===== src/rtl/irqmap_pkg.sv =====
// irqmap_pkg: types shared by the interrupt mapper.
// Assumes the control word is laid out as {enable, invert, edge, source}.
package irqmap_pkg;

    // Sensing mode held beside the source index in each control word.
    typedef struct packed {
        logic en;       // entry may drive its channel
        logic inv;      // active low level / falling edge
        logic edge_md;  // 1: edge latched, 0: level
    } cfg_mode_t;

    localparam int MODE_W = $bits(cfg_mode_t);

endpackage


===== src/rtl/irqmap_sync.sv =====
// irqmap_sync: two-flop synchroniser per physical line, plus one extra
// stage kept so that edges can be detected downstream.
// Assumes ext_i is fully asynchronous to clk_i.
module irqmap_sync #(
    parameter int N_EXT = 16
) (
    input  logic             clk_i,
    input  logic             rst_ni,
    input  logic [N_EXT-1:0] ext_i,
    output logic [N_EXT-1:0] sync_o,
    output logic [N_EXT-1:0] prev_o
);

    logic [N_EXT-1:0] meta_q;
    logic [N_EXT-1:0] sync_q;
    logic [N_EXT-1:0] prev_q;

    // Capture, resolve and delay every line once per clock.
    always_ff @(posedge clk_i) begin
        if (!rst_ni) begin
            meta_q <= '0;
            sync_q <= '0;
            prev_q <= '0;
        end else begin
            meta_q <= ext_i;
            sync_q <= meta_q;
            prev_q <= sync_q;
        end
    end

    assign sync_o = sync_q;
    assign prev_o = prev_q;

endmodule


===== src/rtl/irqmap_entry.sv =====
// irqmap_entry: one logical interrupt. It holds the control word, selects
// its physical source, senses a level or an edge, and keeps the edge latch.
// Assumes the sync and prev inputs come from irqmap_sync.
// A latch set on the same edge as a clear stays set.
module irqmap_entry
    import irqmap_pkg::*;
#(
    parameter int N_EXT = 16,
    parameter int SRC_W = 4
) (
    input  logic                    clk_i,
    input  logic                    rst_ni,
    input  logic                    wr_i,
    input  logic [SRC_W+MODE_W-1:0] wdata_i,
    input  logic                    clr_i,
    input  logic [N_EXT-1:0]        sync_i,
    input  logic [N_EXT-1:0]        prev_i,
    output logic                    pend_o,
    output logic                    en_o,
    output logic                    edge_o
);

    logic [SRC_W-1:0] src_q;
    cfg_mode_t        mode_q;
    logic             latch_q;
    logic             cur_act;
    logic             old_act;
    logic             hit;

    // Control word register, loaded on a write to this entry.
    always_ff @(posedge clk_i) begin
        if (!rst_ni) begin
            src_q  <= '0;
            mode_q <= '0;
        end else if (wr_i) begin
            src_q  <= wdata_i[SRC_W-1:0];
            mode_q <= cfg_mode_t'(wdata_i[SRC_W +: MODE_W]);
        end
    end

    // Polarity-adjusted view of the selected line, now and one clock earlier.
    always_comb begin
        cur_act = sync_i[src_q] ^ mode_q.inv;
        old_act = prev_i[src_q] ^ mode_q.inv;
        hit     = cur_act & ~old_act;
    end

    // Edge latch: cleared by reset or reconfiguration; a new edge beats a clear.
    always_ff @(posedge clk_i) begin
        if (!rst_ni || wr_i) begin
            latch_q <= 1'b0;
        end else if (mode_q.edge_md && hit) begin
            latch_q <= 1'b1;
        end else if (clr_i) begin
            latch_q <= 1'b0;
        end
    end

    assign pend_o = mode_q.edge_md ? latch_q : cur_act;
    assign en_o   = mode_q.en;
    assign edge_o = mode_q.edge_md;

endmodule


===== src/rtl/irqmap_chan.sv =====
// irqmap_chan: one output channel. It drives a registered, active-low
// request while any enabled pending entry of the channel remains.
// Assumes pend_i and en_i are synchronous to clk_i.
module irqmap_chan #(
    parameter int N = 4
) (
    input  logic         clk_i,
    input  logic         rst_ni,
    input  logic [N-1:0] pend_i,
    input  logic [N-1:0] en_i,
    output logic         req_n_o
);

    logic req_n_q;

    // Register the NOR of enabled pending entries.
    always_ff @(posedge clk_i) begin
        if (!rst_ni) begin
            req_n_q <= 1'b1;
        end else begin
            req_n_q <= ~|(pend_i & en_i);
        end
    end

    assign req_n_o = req_n_q;

endmodule


===== src/rtl/irqmap_top.sv =====
// irqmap_top: maps N_EXT physical lines onto N_NORM + N_FAST logical
// interrupts, which feed two active-low channels.
// Assumes a single clock and a synchronous active-low reset.
// Entries 0..N_NORM-1 are normal; the rest are fast.
module irqmap_top
    import irqmap_pkg::*;
#(
    parameter int N_EXT  = 16,
    parameter int N_NORM = 20,
    parameter int N_FAST = 4,
    localparam int N_LOG = N_NORM + N_FAST,
    localparam int SRC_W = $clog2(N_EXT),
    localparam int IDX_W = $clog2(N_LOG),
    localparam int CTL_W = SRC_W + MODE_W
) (
    input  logic             clk_i,
    input  logic             rst_ni,
    input  logic [N_EXT-1:0] ext_i,
    input  logic             cfg_we_i,
    input  logic [IDX_W-1:0] cfg_idx_i,
    input  logic [CTL_W-1:0] cfg_wdata_i,
    input  logic             clr_we_i,
    input  logic [N_LOG-1:0] clr_mask_i,
    output logic [N_LOG-1:0] pend_o,
    output logic             irq_n_o,
    output logic             fiq_n_o
);

    logic [N_EXT-1:0] sync_w;
    logic [N_EXT-1:0] prev_w;
    logic [N_LOG-1:0] pend_w;
    logic [N_LOG-1:0] en_w;
    logic [N_LOG-1:0] edge_w;

    irqmap_sync #(.N_EXT(N_EXT)) u_sync (
        .clk_i  (clk_i),
        .rst_ni (rst_ni),
        .ext_i  (ext_i),
        .sync_o (sync_w),
        .prev_o (prev_w)
    );

    for (genvar i = 0; i < N_LOG; i++) begin : g_entry
        logic wr_sel;
        // Address decode of the control-word write for this entry.
        assign wr_sel = cfg_we_i && (cfg_idx_i == IDX_W'(i));

        irqmap_entry #(.N_EXT(N_EXT), .SRC_W(SRC_W)) u_entry (
            .clk_i   (clk_i),
            .rst_ni  (rst_ni),
            .wr_i    (wr_sel),
            .wdata_i (cfg_wdata_i),
            .clr_i   (clr_we_i && clr_mask_i[i]),
            .sync_i  (sync_w),
            .prev_i  (prev_w),
            .pend_o  (pend_w[i]),
            .en_o    (en_w[i]),
            .edge_o  (edge_w[i])
        );
    end

    irqmap_chan #(.N(N_NORM)) u_norm (
        .clk_i   (clk_i),
        .rst_ni  (rst_ni),
        .pend_i  (pend_w[N_NORM-1:0]),
        .en_i    (en_w[N_NORM-1:0]),
        .req_n_o (irq_n_o)
    );

    irqmap_chan #(.N(N_FAST)) u_fast (
        .clk_i   (clk_i),
        .rst_ni  (rst_ni),
        .pend_i  (pend_w[N_LOG-1:N_NORM]),
        .en_i    (en_w[N_LOG-1:N_NORM]),
        .req_n_o (fiq_n_o)
    );

    assign pend_o = pend_w;

endmodule


===== config.mk =====
export PLATFORM = sky130hd
export DESIGN_NAME = irqmap_top
export DESIGN_NICKNAME = d
export VERILOG_FILES = /design/src/rtl/irqmap_pkg.sv /design/src/rtl/irqmap_sync.sv /design/src/rtl/irqmap_entry.sv /design/src/rtl/irqmap_chan.sv /design/src/rtl/irqmap_top.sv
export SDC_FILE = /design/constraint.sdc
export NUM_CORES = 1
export LEC_CHECK = 0
export BUFFER_PORTS_ARGS = -buffer_cell sky130_fd_sc_hd__buf_2
export CAP_MARGIN = 0
export CORE_ASPECT_RATIO = 0.5
export CORE_MARGIN = 2
export CORE_UTILIZATION = 60
export DETAILED_ROUTE_END_ITERATION = 12
export PLACE_DENSITY_LB_ADDON = 0.2
export SETUP_SLACK_MARGIN = 0.02
export SLEW_MARGIN = 20
export SYNTH_ARGS = -nofsm -noshare
export SYNTH_HDL_FRONTEND = slang
export SYNTH_SLANG_ARGS = --single-unit

===== constraint.sdc =====
create_clock -name clk_i -period 3.6 [get_ports clk_i]
set_input_delay 0.72 -clock clk_i [delete_from_list [all_inputs] [get_ports clk_i]]
set_output_delay 0.72 -clock clk_i [all_outputs]
set_load 0.02 [all_outputs]

==> flow_metrics.env <==
export IMPL_p_sw_share_pct=25.7
export IMPL_antenna_found_initial=0
export IMPL_power_switching_w=0.00151
export IMPL_synth_top_cell_area_share_pct=30.3
export IMPL_drive_gt1_share_pct=29.0
export IMPL_startpoint_type="flip-flop"
export IMPL_p_leak_nw=5.84
export IMPL_fin_crit_ns=3.48
export IMPL_syn_avg_cell_area_um2=11.3
export IMPL_max_slew_margin_pct=18.8
export IMPL_ys_seq_area_share_pct=29.9
export IMPL_synth_nets=1491
export IMPL_ys_warn_count=0
export IMPL_grt_pass1_wl_mm=69.7
export IMPL_cts_hold_fix_buffers=0
export IMPL_ant_nets=0
export IMPL_crit_path_end_kind="output port"
export IMPL_ys_ff_latch=242
export IMPL_r2r_cells=7
export IMPL_yosysUniqueCellTypes=49
export IMPL_drt_iter0_drc=1396
export IMPL_power_internal_w=0.00436
export IMPL_ys_flop_type="dfxtp_1"
export IMPL_worstPathArrival_ns=2.76
export IMPL_power_density_nw_per_um2=344
export IMPL_crit_end="pend_o[11]"
export IMPL_fmaxAchievable_mhz=288
export IMPL_syn_area_um2=16200
export IMPL_cp_max_fo=6
export IMPL_skew_ns=0.0243
export IMPL_async_flop_share_pct=0
export IMPL_critPathKind="flip-flop to output port"
export IMPL_io_buffers=81
export IMPL_regToRegSetupSlack_ns=0.71
export IMPL_path_clk_slew_ns=0.07
export IMPL_vdd_drop_max_mv=0.378
export IMPL_cts_tree="yes"
export IMPL_ios=82
export IMPL_core_area_um2=26500
export IMPL_dpl_hpwl_mm=28.7
export IMPL_die_area_um2=28400
export IMPL_fin_util_pct=64.5
export IMPL_synthTopCellsByArea="mux4_2, dfxtp_1, mux2i_1"
export IMPL_grt_ovfl_total=0
export IMPL_hold_class="input port to flip-flop"
export IMPL_cts_buffers=23
export IMPL_start_util_pct=61.1
export IMPL_antennaDiodeCount=0
export IMPL_routed_wl_mm=45.2
export IMPL_drv_cap=0
export IMPL_rr_endpoint="u_norm.req_n_o"
export IMPL_grt_pass1_vias=11800
export IMPL_post_dp_cell_area_um2=16300
export IMPL_drc=0
export IMPL_clock_sinks=242
export IMPL_p_clk_share_pct=42.7
export IMPL_tns_ns=0
export IMPL_synthCells=1435
export IMPL_synth_most_common_cell="dfxtp_1"
export IMPL_fillers=2036
export IMPL_synthToLayoutAreaGrowth_pct=5.60
export IMPL_synth_edff_count=0
export IMPL_status="finished clean"
export IMPL_clk_latency_ns=0.56
export IMPL_h_tree_depth=1
export IMPL_combPwrFrac_pct=8.8
export IMPL_pwr_share_seq_pct=48.4
export IMPL_synthTopCellsByCount="dfxtp_1, mux4_2, mux2i_1, nor2b_1, clkbuf_1"
export IMPL_grt_setup_unrepaired="false"
export IMPL_grt_use_total_pct=32.3
export IMPL_fin_crit_sh_pct=96.6
export IMPL_die_width_um=236
export IMPL_setup_violations=0
export IMPL_grt_max_degree=123
export IMPL_wl_per_cell_um=26.2
export IMPL_fp_row_count=42
export IMPL_place_gp_congestion=0.883
export IMPL_nets=1415
export IMPL_clock_root_buffer="clkbuf_16"
export IMPL_timing_rr_start="g_entry[5].u_entry.src_q[0]"
export IMPL_yosys_area_top_type="mux4_2"
export IMPL_drv_slew=0
export IMPL_fp_dieH_um=120
export IMPL_avgViaCountPerCell=6.94
export IMPL_hold_viol=0
export IMPL_tightest_slew_ns=1.22
export IMPL_finalInstanceArea_um2=17100
export IMPL_via_count=12000
export IMPL_crit_required_ns=2.88
export IMPL_crit_path_start="g_entry[11].u_entry.src_q[2]"
export IMPL_clock_path_buffers=3
export IMPL_dr_pass1_iters=6
export IMPL_post_cts_setup_buffers=0
## layout by cell type, fill, tap and decap left out, types with 22 or more instances in the layout
cell type    n
nand3_1     28
dfxtp_2     27
dfxtp_1    215
nor2b_1    163
mux4_2     218
clkbuf_16   23
and2_1      49
mux2i_1    199
buf_2       80
nand2b_1    26
buf_4       22
nor2_1      30
nand2_1     80
a22oi_1     24
## critical path, cell delays in order, from the launching register on
cell and delay, ns:
dfxtp_1 0.53, mux4_1 0.61, mux4_2 0.53, xnor2_1 0.16
o21ai_1 0.20, buf_2 0.21
## cells by family after synthesis
| logic type | after synthesis | share of synthesized area, % |
|---|---|---|
| flip-flops | 242 | 29.9 |
| XOR/XNOR | 18 | 0.974 |
| AO/OA/AOI/OAI | 115 | 5.13 |
| buffers and inverters | 216 | 5.87 |
| AND/OR/NAND/NOR | 418 | 14.5 |
| multiplexers | 426 | 43.6 |
## flip-flops by register name, indices dropped and copies added (netlist names)
register                 cells
g_entry.u_entry.edge_o      24
g_entry.u_entry.en_o        24
g_entry.u_entry.latch_q     24
g_entry.u_entry.mode_q      24
g_entry.u_entry.src_q       96
u_fast.req_n_o               1
u_norm.req_n_o               1
u_sync.meta_q               16
u_sync.prev_o               16
u_sync.sync_o               16
## layout make-up
type / count / area [um2] / share of cell area, %
inverters: 12 / 45.0 / 0.264
flip-flops and latches: 242 / 4880 / 28.6
well taps: 352 / 440 / 2.58
clock buffers: 30 / 632 / 3.70
clock inverters: 10 / 119 / 0.696
multi-input cells: 977 / 10400 / 60.8
repair buffers: 103 / 586 / 3.43
## how the worst min path moves through the flow
stage                                           start                     endpoint  slack, ns  cells after the start
after floorplan                      u_sync.meta_q[0]             u_sync.sync_o[0]       0.41                      1
after global placement    g_entry[20].u_entry.latch_q  g_entry[20].u_entry.latch_q       0.45                      2
after detailed placement            u_sync.meta_q[10]            u_sync.sync_o[10]       0.45                      1
after CTS                                    ext_i[7]             u_sync.meta_q[7]       0.36                      2
after global routing                         ext_i[1]             u_sync.meta_q[1]       0.37                      2
final                                        ext_i[2]             u_sync.meta_q[2]       0.37                      2
## power groups by stage
stage | logic [W] | registers (W) | clock network [W]
after floorplan | 0.000434 | 0.00279 | 0
after global placement | 0.000499 | 0.00288 | 0
after detailed placement | 0.000510 | 0.00289 | 0
after CTS | 0.000512 | 0.00283 | 0.00253
after global routing | 0.000549 | 0.00284 | 0.00264
final | 0.000519 | 0.00284 | 0.00251
## what timing repair did
item / 4_1_cts / 5_1_grt
cloned: 0 / 0
gates resized for setup: 18 / 3
endpoints found under the setup margin: 14 / 3
hold endpoints to repair: 0 / 0
## stage by stage
| step | hold WS [ns] | cells | worst slack [ns] | total power [W] |
|---|---|---|---|---|
| 3_3_place_gp | 0.448 | 1686 | 0.570 | 0.00338 |
| 4_1_cts | 0.360 | 1726 | 0.0223 | 0.00588 |
| 2_1_floorplan | 0.412 | 1435 | 0.850 | 0.00323 |
| 6_report | 0.367 | 1726 | 0.124 | 0.00587 |
| 3_5_place_dp | 0.447 | 1686 | 0.495 | 0.00340 |
| 5_1_grt | 0.368 | 1726 | 0.0623 | 0.00603 |
## metal layers
metal / share of wire, % / vias to the layer above / GRT usage [%]
met4: 2.7 / 0 / 9.22
met3: 15 / 107 / 12.6
met2: 43 / 864 / 47.7
met5: 0 / - / 0
li1: - / 5119 / -
met1: 40 / 5888 / 44.3
No activity file was read; power rests on OpenSTA's default activity.
